<file path="src/rtl/busfault_pkg.sv">
`timescale 1ns/1ps
// Shared types for the bus fault monitor.
// Assumes a two-bit master code: 00 CPU, 01 DMA, 1x external.
package busfault_pkg;

    typedef enum logic [1:0] {
        OWN_CPU_RD = 2'd0,
        OWN_CPU_WR = 2'd1,
        OWN_DMA    = 2'd2,
        OWN_EXT    = 2'd3
    } owner_e;

    localparam int CTL_WERR = 0;
    localparam int CTL_TOEN = 1;
    localparam int CTL_DIRQ = 2;
    localparam int CTL_W    = 3;

    // Map master code and direction to the party that receives a fault.
    function automatic owner_e classify_owner(input logic [1:0] mst, input logic wr);
        owner_e o;
        case (mst)
            2'b00:   o = wr ? OWN_CPU_WR : OWN_CPU_RD;
            2'b01:   o = OWN_DMA;
            default: o = OWN_EXT;
        endcase
        return o;
    endfunction

endpackage

</file>
<file path="src/rtl/bf_hole_detect.sv">
`timescale 1ns/1ps
// Register-hole decoder.
// Flags an access that falls in the internal space (top address byte all
// ones) and either comes from an external master or hits no implemented word.
// Assumes the word address layout: [AW-1:AW-8] space, [AW-9:BLK_LSB] block,
// [BLK_LSB-1:2] word offset. Purely combinational.
module bf_hole_detect #(
    parameter int AW        = 32,
    parameter int NUM_BLK   = 4,
    parameter int BLK_LSB   = 8,
    parameter logic [NUM_BLK*8-1:0] BLK_WORDS = {8'd16, 8'd4, 8'd32, 8'd8}
) (
    input  logic [AW-1:2] addr,
    input  logic          from_ext,
    output logic          hole
);
    localparam int BW   = AW - 8 - BLK_LSB;
    localparam int OW   = BLK_LSB - 2;
    localparam int CMPW = ((OW > 8) ? OW : 8) + 1;

    logic               internal;
    logic [BW-1:0]      blk;
    logic [OW-1:0]      off;
    logic [CMPW-1:0]    off_x;
    logic [NUM_BLK-1:0] hit;

    assign internal = (addr[AW-1:AW-8] == 8'hFF);
    assign blk      = addr[AW-9:BLK_LSB];
    assign off      = addr[BLK_LSB-1:2];
    assign off_x    = CMPW'(off);

    // One comparator per implemented register block.
    for (genvar i = 0; i < NUM_BLK; i++) begin : g_blk
        logic [CMPW-1:0] words_x;
        assign words_x = CMPW'(BLK_WORDS[i*8 +: 8]);
        assign hit[i]  = (blk == BW'(i)) && (off_x < words_x);
    end

    // Hole when internal and not a valid CPU/DMA register hit.
    always_comb begin
        hole = internal && (from_ext || (hit == '0));
    end

endmodule

</file>
<file path="src/rtl/bf_timeout.sv">
`timescale 1ns/1ps
// Acknowledge timeout counter.
// Cleared on a cycle start or a beat acknowledge, counts while a cycle is
// active, saturates at the last value. Expiry is raised when the window
// of TO_CYCLES clocks is used up and timing is enabled.
module bf_timeout #(
    parameter int TO_CYCLES = 256
) (
    input  logic clk,
    input  logic rst_n,
    input  logic clr,
    input  logic run,
    input  logic en,
    output logic expired
);
    localparam int CW = (TO_CYCLES > 2) ? $clog2(TO_CYCLES) : 1;
    localparam logic [CW-1:0] LAST = CW'(TO_CYCLES - 1);

    logic [CW-1:0] cnt;

    // Count clocks since the last start or acknowledge.
    always_ff @(posedge clk) begin
        if (!rst_n)                      cnt <= '0;
        else if (clr || !run)            cnt <= '0;
        else if (cnt != LAST)            cnt <= cnt + 1'b1;
    end

    assign expired = en && run && (cnt == LAST);

endmodule

</file>
<file path="src/rtl/bf_ctrl_reg.sv">
`timescale 1ns/1ps
// Control register: timeout enable, DMA abnormal-end interrupt enable and
// a sticky write-error flag cleared by writing 1. A set in the same clock
// as a clear wins.
module bf_ctrl_reg
    import busfault_pkg::*;
(
    input  logic              clk,
    input  logic              rst_n,
    input  logic              wr,
    input  logic [CTL_W-1:0]  wdata,
    input  logic              set_werr,
    output logic [CTL_W-1:0]  q
);
    // Enable bits: plain read/write fields.
    always_ff @(posedge clk) begin
        if (!rst_n) begin
            q[CTL_TOEN] <= 1'b0;
            q[CTL_DIRQ] <= 1'b0;
        end else if (wr) begin
            q[CTL_TOEN] <= wdata[CTL_TOEN];
            q[CTL_DIRQ] <= wdata[CTL_DIRQ];
        end
    end

    // Sticky write-error flag: set by a fault, cleared by write-one.
    always_ff @(posedge clk) begin
        if (!rst_n)                       q[CTL_WERR] <= 1'b0;
        else if (set_werr)                q[CTL_WERR] <= 1'b1;
        else if (wr && wdata[CTL_WERR])   q[CTL_WERR] <= 1'b0;
    end

endmodule

</file>
<file path="src/rtl/bf_route.sv">
`timescale 1ns/1ps
// Fault router: turns a fault on the current cycle into one-clock strobes
// for the owner of that cycle. All outputs are registered, so they appear
// the clock after the fault is detected.
module bf_route
    import busfault_pkg::*;
(
    input  logic   clk,
    input  logic   rst_n,
    input  logic   fault,
    input  owner_e owner,
    input  logic   dirq_en,
    output logic   abort_o,
    output logic   cpu_exc_o,
    output logic   nmi_o,
    output logic   dma_abort_o,
    output logic   dma_irq_o
);
    // Register the strobes for one clock per fault.
    always_ff @(posedge clk) begin
        if (!rst_n) begin
            abort_o     <= 1'b0;
            cpu_exc_o   <= 1'b0;
            nmi_o       <= 1'b0;
            dma_abort_o <= 1'b0;
            dma_irq_o   <= 1'b0;
        end else begin
            abort_o     <= fault;
            cpu_exc_o   <= fault && (owner == OWN_CPU_RD);
            nmi_o       <= fault && (owner == OWN_CPU_WR);
            dma_abort_o <= fault && (owner == OWN_DMA);
            dma_irq_o   <= fault && (owner == OWN_DMA) && dirq_en;
        end
    end

endmodule

</file>
<file path="src/rtl/busfault_monitor.sv">
`timescale 1ns/1ps
// Bus fault monitor (top).
// Tracks one bus cycle at a time from start to final acknowledge, detects
// bus-error input, register holes and acknowledge timeouts, and routes the
// fault to the cycle's owner. Assumes a start is only accepted when no
// cycle is active and that acknowledges are counted from the clock after
// the start clock.
module busfault_monitor
    import busfault_pkg::*;
#(
    parameter int AW        = 32,
    parameter int TO_CYCLES = 256,
    parameter int NUM_BLK   = 4,
    parameter int BLK_LSB   = 8,
    parameter logic [NUM_BLK*8-1:0] BLK_WORDS = {8'd16, 8'd4, 8'd32, 8'd8}
) (
    input  logic              clk,
    input  logic              rst_n,
    input  logic              bus_start,
    input  logic              bus_ack,
    input  logic              bus_last,
    input  logic              bus_write,
    input  logic              bus_burst,
    input  logic [1:0]        bus_master,
    input  logic [AW-1:2]     bus_addr,
    input  logic              bus_err_in,
    input  logic              ctl_wr,
    input  logic [CTL_W-1:0]  ctl_wdata,
    output logic [CTL_W-1:0]  ctl_q,
    output logic              cyc_abort,
    output logic              cpu_berr_exc,
    output logic              cpu_nmi,
    output logic              dma_abort,
    output logic              dma_irq
);
    logic   cyc_active;
    owner_e owner_q;
    logic   burst_q;
    logic   hole_q;
    logic   hole_now;
    logic   start_ok;
    logic   to_expired;
    logic   fault;
    logic   done_ok;

    assign start_ok = bus_start && !cyc_active;

    bf_hole_detect #(
        .AW(AW), .NUM_BLK(NUM_BLK), .BLK_LSB(BLK_LSB), .BLK_WORDS(BLK_WORDS)
    ) u_hole (
        .addr     (bus_addr),
        .from_ext (bus_master[1]),
        .hole     (hole_now)
    );

    bf_timeout #(.TO_CYCLES(TO_CYCLES)) u_to (
        .clk     (clk),
        .rst_n   (rst_n),
        .clr     (start_ok || (cyc_active && bus_ack)),
        .run     (cyc_active),
        .en      (ctl_q[CTL_TOEN]),
        .expired (to_expired)
    );

    // Fault sources; a bus error beats a same-clock acknowledge.
    always_comb begin
        fault   = cyc_active && (bus_err_in || hole_q || (to_expired && !bus_ack));
        done_ok = cyc_active && bus_ack && (!burst_q || bus_last) && !fault;
    end

    // Cycle tracker: capture owner and attributes at start, drop at end.
    always_ff @(posedge clk) begin
        if (!rst_n) begin
            cyc_active <= 1'b0;
            owner_q    <= OWN_CPU_RD;
            burst_q    <= 1'b0;
            hole_q     <= 1'b0;
        end else if (start_ok) begin
            cyc_active <= 1'b1;
            owner_q    <= classify_owner(bus_master, bus_write);
            burst_q    <= bus_burst;
            hole_q     <= hole_now;
        end else if (fault || done_ok) begin
            cyc_active <= 1'b0;
            hole_q     <= 1'b0;
        end
    end

    bf_ctrl_reg u_ctl (
        .clk      (clk),
        .rst_n    (rst_n),
        .wr       (ctl_wr),
        .wdata    (ctl_wdata),
        .set_werr (fault && (owner_q == OWN_CPU_WR)),
        .q        (ctl_q)
    );

    bf_route u_route (
        .clk         (clk),
        .rst_n       (rst_n),
        .fault       (fault),
        .owner       (owner_q),
        .dirq_en     (ctl_q[CTL_DIRQ]),
        .abort_o     (cyc_abort),
        .cpu_exc_o   (cpu_berr_exc),
        .nmi_o       (cpu_nmi),
        .dma_abort_o (dma_abort),
        .dma_irq_o   (dma_irq)
    );

endmodule

</file>
<file path="config.mk">
export PLATFORM = sky130hd
export DESIGN_NAME = busfault_monitor
export DESIGN_NICKNAME = d
export VERILOG_FILES = /design/src/rtl/busfault_pkg.sv /design/src/rtl/bf_hole_detect.sv /design/src/rtl/bf_timeout.sv /design/src/rtl/bf_ctrl_reg.sv /design/src/rtl/bf_route.sv /design/src/rtl/busfault_monitor.sv
export SDC_FILE = /design/constraint.sdc
export NUM_CORES = 1
export LEC_CHECK = 0
export BUFFER_PORTS_ARGS = -buffer_cell sky130_fd_sc_hd__buf_2
export CAP_MARGIN = 10
export CORE_MARGIN = 3
export CORE_UTILIZATION = 25
export CTS_BUF_LIST = sky130_fd_sc_hd__clkbuf_8
export CTS_CLUSTER_DIAMETER = 80
export CTS_CLUSTER_SIZE = 8
export DETAILED_ROUTE_END_ITERATION = 12
export HOLD_SLACK_MARGIN = 0.08
export SLEW_MARGIN = 20
export SYNTH_ARGS = -nofsm -noshare
export SYNTH_HDL_FRONTEND = slang
export SYNTH_SLANG_ARGS = --single-unit
</file>
<file path="constraint.sdc">
create_clock -name clk -period 5.02 [get_ports clk]
set_clock_uncertainty 0.15 [all_clocks]
set_input_delay 0 -clock clk [delete_from_list [all_inputs] [get_ports clk]]
set_output_delay 0 -clock clk [all_outputs]
set_load 0.01 [all_outputs]
</file>
### Word level (Yosys, flattened, before mapping)

Index checks and enable logic that the tools add are counted.
Widths: inputs -> output; s select.

* word-level logic and storage cells: 70
* memories: 0
* bits in writable memories: 0
* output and inout port bits: 8
* ROM bits: 0
* bits in latches: 0
* register bits: 21
* bits of input ports: 44

* reductions and logical operators: 36
* $mul: 0
* div/mod/pow operators: 0
* multiplexer cells: 7
* magnitude comparators: 4
* shift operators: 0
* $add $sub $neg: 1
* equal/unequal tests: 9
* bitwise logic cells: 1

Operator list (count)
* $eq 16x2->1 const B: 2
* $logic_and 1x1->1: 18
* $eq 16x1->1 const B: 1
* $eq 8x8->1 const B: 2
* $logic_not 16->1: 1
* $add 8x1->8 const B: 1
* $ne 8x8->1 const B: 1
* $logic_or 1x1->1: 7
* $lt 6x3->1 const B: 1
* $lt 6x4->1 const B: 1
* $lt 6x5->1 const B: 1
* $lt 6x6->1 const B: 1
* $mux 1: 6
* $eq 2x1->1 const B: 2
* $logic_not 1->1: 4
* $logic_not 2->1: 2
* $logic_not 4->1: 1
* $pmux 2 s2: 1
* $reduce_bool 2->1: 2
* $eq 2x2->1 const B: 1
* $reduce_or 2->1: 1
* $not 1->1: 1

### Depth between registers and ports, before layout

* word-level depth: 10
* depth in mapped cells: 5
* mapped depth without buffers: 5

### By module

A second synthesis with hierarchy kept.

* cells, all modules: 104
* area, all modules: 969.7 um^2

Modules (own cells, without submodules)
* bf_timeout: area an instance 399.1 um^2, sequential area each 160.2 um^2, cells each 45, times used 1
* busfault_monitor: area an instance 252.7 um^2, sequential area each 100.1 um^2, cells each 27, times used 1
* bf_route: area an instance 136.4 um^2, sequential area each 100.1 um^2, cells each 11, times used 1
* bf_ctrl_reg: area an instance 107.6 um^2, sequential area each 60.1 um^2, cells each 10, times used 1
* bf_hole_detect: area an instance 73.8 um^2, sequential area each 0.0 um^2, cells each 11, times used 1

### Worst setup path after synthesis

OpenSTA, ideal clock, no wires.

* path type: reg2reg
* start: register u_to.cnt[0]
* end: register cyc_active
* arrival time: 1311 ps
* data required time: 4755 ps
* library setup time: 115 ps
* path buffers: 0
* setup slack: 3444 ps
* stages on the path, launching flop included: 6
* cell sequence: dfxtp_1 ha_1 nand4_1 o41ai_4 a211oi_1 o21a_1

* cells in the longest elaborated chain, start to end: 9

RTL lines
* start, declared: line bf_timeout.sv:19 `logic [CW-1:0] cnt;`
* start signal, assigned: line bf_timeout.sv:25 `else if (cnt != LAST) cnt <= cnt + 1'b1;`
* $eq 8x8->1 *: line bf_timeout.sv:28 `assign expired = en && run && (cnt == LAST);`
* $logic_and 1x1->1 *: line bf_timeout.sv:28
* $logic_and 1x1->1 *: line busfault_monitor.sv:67 `fault = cyc_active && (bus_err_in || hole_q || (to_expired && !bus_ack));`
* $logic_or 1x1->1 *: line busfault_monitor.sv:67
* $logic_and 1x1->1 *: line busfault_monitor.sv:67
* $logic_not 1->1: line busfault_monitor.sv:68 `done_ok = cyc_active && bus_ack && (!burst_q || bus_last) && !fault;`
* $logic_and 1x1->1: line busfault_monitor.sv:68
* $logic_or 1x1->1 *: line busfault_monitor.sv:83 `end else if (fault || done_ok) begin`
* $reduce_bool 2->1 (no line) *
* end signal, assigned: line busfault_monitor.sv:74 `cyc_active <= 1'b0;`
* end signal, assigned: line busfault_monitor.sv:79 `cyc_active <= 1'b1;`
* end signal, assigned: line busfault_monitor.sv:84 `cyc_active <= 1'b0;`
* end, declared: line busfault_monitor.sv:36 `logic cyc_active;`

Mark *: on every way between the ends. The rest lies on a longest branch, timed or not.
A chain may end at the register's enable or synchronous reset.

### Final worst setup path

* start: input bus_addr[19] (netlist name)
* end: register hole_q

* cells in the longest elaborated chain, start to end: 6
* elaborated cells on any way between the ends: 12
* classes of those cells: 3 x eq/ne; 1 x mux; 8 x reduce/logical

RTL lines
* start, declared: line busfault_monitor.sv:25 `input logic [AW-1:2] bus_addr,`
* $eq 16x1->1, or another cell as far along: line bf_hole_detect.sv:36 `assign hit[i] = (blk == BW'(i)) && (off_x < words_x);`
* $logic_and 1x1->1: line bf_hole_detect.sv:36
* $logic_not 4->1 *: line bf_hole_detect.sv:41 `hole = internal && (from_ext || (hit == '0));`
* $logic_or 1x1->1 *: line bf_hole_detect.sv:41
* $logic_and 1x1->1 *: line bf_hole_detect.sv:41
* $mux 1 *: line busfault_monitor.sv:78 `end else if (start_ok) begin`
* end signal, assigned: line busfault_monitor.sv:82 `hole_q <= hole_now;`
* end, declared: line busfault_monitor.sv:39 `logic hole_q;`

Marks and branches as above.

==> metrics.cfg <==
[cts]
clockBufferDepth = 2
clk_pin_slew_ns = 0.07
cts_tree = done
clk_latency_ns = 0.25
postCtsSetupBuffers = 0
numCtsBuffers = 3
root_buffer = clkbuf_8
ctsHtreeMaxLevel = 1
clkSinkCount = 21
post_cts_resize_count = 0

[finish]
instances_no_fill = 231
antenna_cells = 0
fillers = 383
multiInputGateArea_um2 = 515
seqCellArea_um2 = 420
fin_area_um2 = 1560
syn_to_final_growth_pct = 59.1
nets = 229
layout-drive-gt1-share_pct = 31.7

[hold_path]
hp-class = input pin to flop

[worst_setup_path]
crit_arrival_ns = 2.81
worstPathMaxFanout = 1
endpoint_kind = flop
r2r_slack_ns = 2.22
start_kind = input pin
crit_type = input pin to flop
required_ns = 5.01

[synth]
synth-seq-cells = 21
syn_inst = 109
async_flop_share_pct = 0
synth.cell_area_um2 = 978
yosysTopAreaCellShare_pct = 43.0
synth.distinct_cells = 31
synth-edff-count = 0
synthesis.nets = 154
synth_most_common_cell = dfxtp_1
ys.warnings.count = 0
avgSynthCellArea_um2 = 8.98
synth_area_leaders = dfxtp_1 (43%), nor2_1 (5.4%), nor2b_1 (4.5%)
seq_area_frac_synth_pct = 43.0
synthTopCellsByCount = dfxtp_1 (21), nor2_1 (14), nand2_1 (8), nor2b_1 (7), nor3_1 (6)
yosys.area.top_type = dfxtp_1
synth_ff_type = dfxtp_1

[sta]
finalSetupTns_ns = 0
hold_viol = 0
setup_ws_ns = 2.21
tightest_slew_ns = 0.519
relSlewSlack_pct = 65.3
rsz0062_at_grt = false
min_period_over_period_pct = 56.0
period_minus_slack_ns = 2.81
maxSlewViolCount = 0
setup_viol = 0
fmaxAchievable_mhz = 355

[route]
drc = 0
ant_nets = 0
drt_iter0_drc = 21
viasPerCell = 4.37
drt_first_pass_iters = 2
wl_per_cell_um = 9.96
via_count = 1010
routed_wl_mm = 2.30

[global_routing]
grt_pass1_vias = 1001
grt_pass1_wl_mm = 3.95
grt_usage_pct = 10.7
grt_max_degree = 13
grt_overflow = 0
antenna_found_initial = 0

[place]
io_buffers = 49
post_dp_cell_area_um2 = 1260
dp_cells = 202
dp_hpwl_mm = 1.75
routabilityCongestion = 0.736
pre_cts_ws_ns = 3.31

[flow_run]
drv_cap = 0

[floorplan]
die_w_um = 68.6
core_region_area_um2 = 3720
start_util_pct = 26.3
die-area_um2 = 4700
num_io_pins = 52
die_y_um = 68.6
num_rows = 22

[power]
p_per_area_nw_per_um2 = 212
ir_drop_v = 0.000108
power_leakage_nw = 0.694
total_power_w = 0.000330

[run_status]
outcome = finished, final reports clean

metrics by stage:
stage	utilization [%]	hold WS (ns)
after floorplan	-	0.0193
after global placement	33.9	0.116
after detailed placement	33.9	0.122
after CTS	41.9	0.130
final	41.9	0.117
after global routing	41.9	0.168
cell families (layout without fill, tap and decap cells):
| kind of cell | Yosys count | in the layout | share of synthesized area [%] |
|---|---|---|---|
| DFF | 21 | 21 | 43.0 |
| buffers and inverters | 9 | 83 | 4.35 |
| muxes | 4 | 4 | 4.09 |
| adders and majority gates | 1 | 1 | 1.28 |
| AOI/OAI and AO/OA | 18 | 18 | 14.3 |
| xor gates and xnor gates | 2 | 2 | 1.79 |
| and+or+nand+nor | 54 | 54 | 31.2 |
per-layer routing:
metal / vias up / GRT usage [%] / share of wire (%)
met3: 2 / 0.486 / 3.8
li1: 535 / - / -
met4: 0 / 5.21 / 1.2
met1: 453 / 13.2 / 46
met2: 20 / 19.0 / 49
met5: - / 0 / 0
power by group:
group	leakage (nW)	switching [W]	internal (W)
clock	0.0255	0.0000508	0.0000551
sequential	0.171	0.00000407	0.000171
combinational	0.498	0.0000178	0.0000318
layout by cell type (no fill, tap or decap), types with 2 or more instances in the layout:
cell type and count:
a211oi_1 2, o21ai_0 4, nor2_1 14, nand3_1 3, xor2_1 2, nor2b_1 7
dfxtp_1 21, inv_1 5, dlygate4sd3_1 25, nand2b_1 2, buf_2 49, nand2_1 8
mux2i_1 4, nand4_1 4, a31oi_1 2, clkbuf_8 3, a21oi_1 3, nor4_1 4
nand3_4 2, o211a_1 2, nor3_1 6
flip-flops by register name, indices dropped and copies added, names as in the netlist:
signal,flops
hole_q,1
cyc_active,1
u_route.cpu_exc_o,1
u_route.nmi_o,1
u_route.abort_o,1
burst_q,1
u_ctl.q,3
u_route.dma_abort_o,1
owner_q,2
u_route.dma_irq_o,1
u_to.cnt,8
what timing repair did:
item,in CTS,in global routing
setup endpoints to repair,0,0
hold buffers,25,0
hold endpoints to repair,13,0
final timing paths:
kind | from | endpoint | depth (start not counted)
worst min register to register | u_ctl.q[2]$_SDFFE_PN0P_ | u_route.dma_irq_o$_SDFF_PN0_ | 2
worst min-delay path | bus_ack | u_to.cnt[1]$_SDFFE_PP0P_ | 3
worst max register to register | u_to.cnt[0]$_SDFFE_PP0P_ | u_ctl.q[0]$_SDFFE_PN0P_ | 7
worst max-delay path | bus_addr[19] | hole_q$_SDFFE_PN0P_ | 8
worst max-delay path, cell delays in order:
cell and delay [ns]:
dlygate4sd3_1 0.54, buf_2 0.12, nor4_1 0.16, dlygate4sd3_1 0.59, nand4_1 0.09, dlygate4sd3_1 0.57
a32o_1 0.21, dlygate4sd3_1 0.54
cell type report:
class                   instances  area share [%]
clock inverters                 1           0.322
well taps                      48            3.86
inverters                       5            1.21
repair buffers                 74            31.8
flip-flops and latches         21            27.0
multi-input cells              79            33.1
clock buffers                   3            2.65
Power figures use the tool's default switching activity.
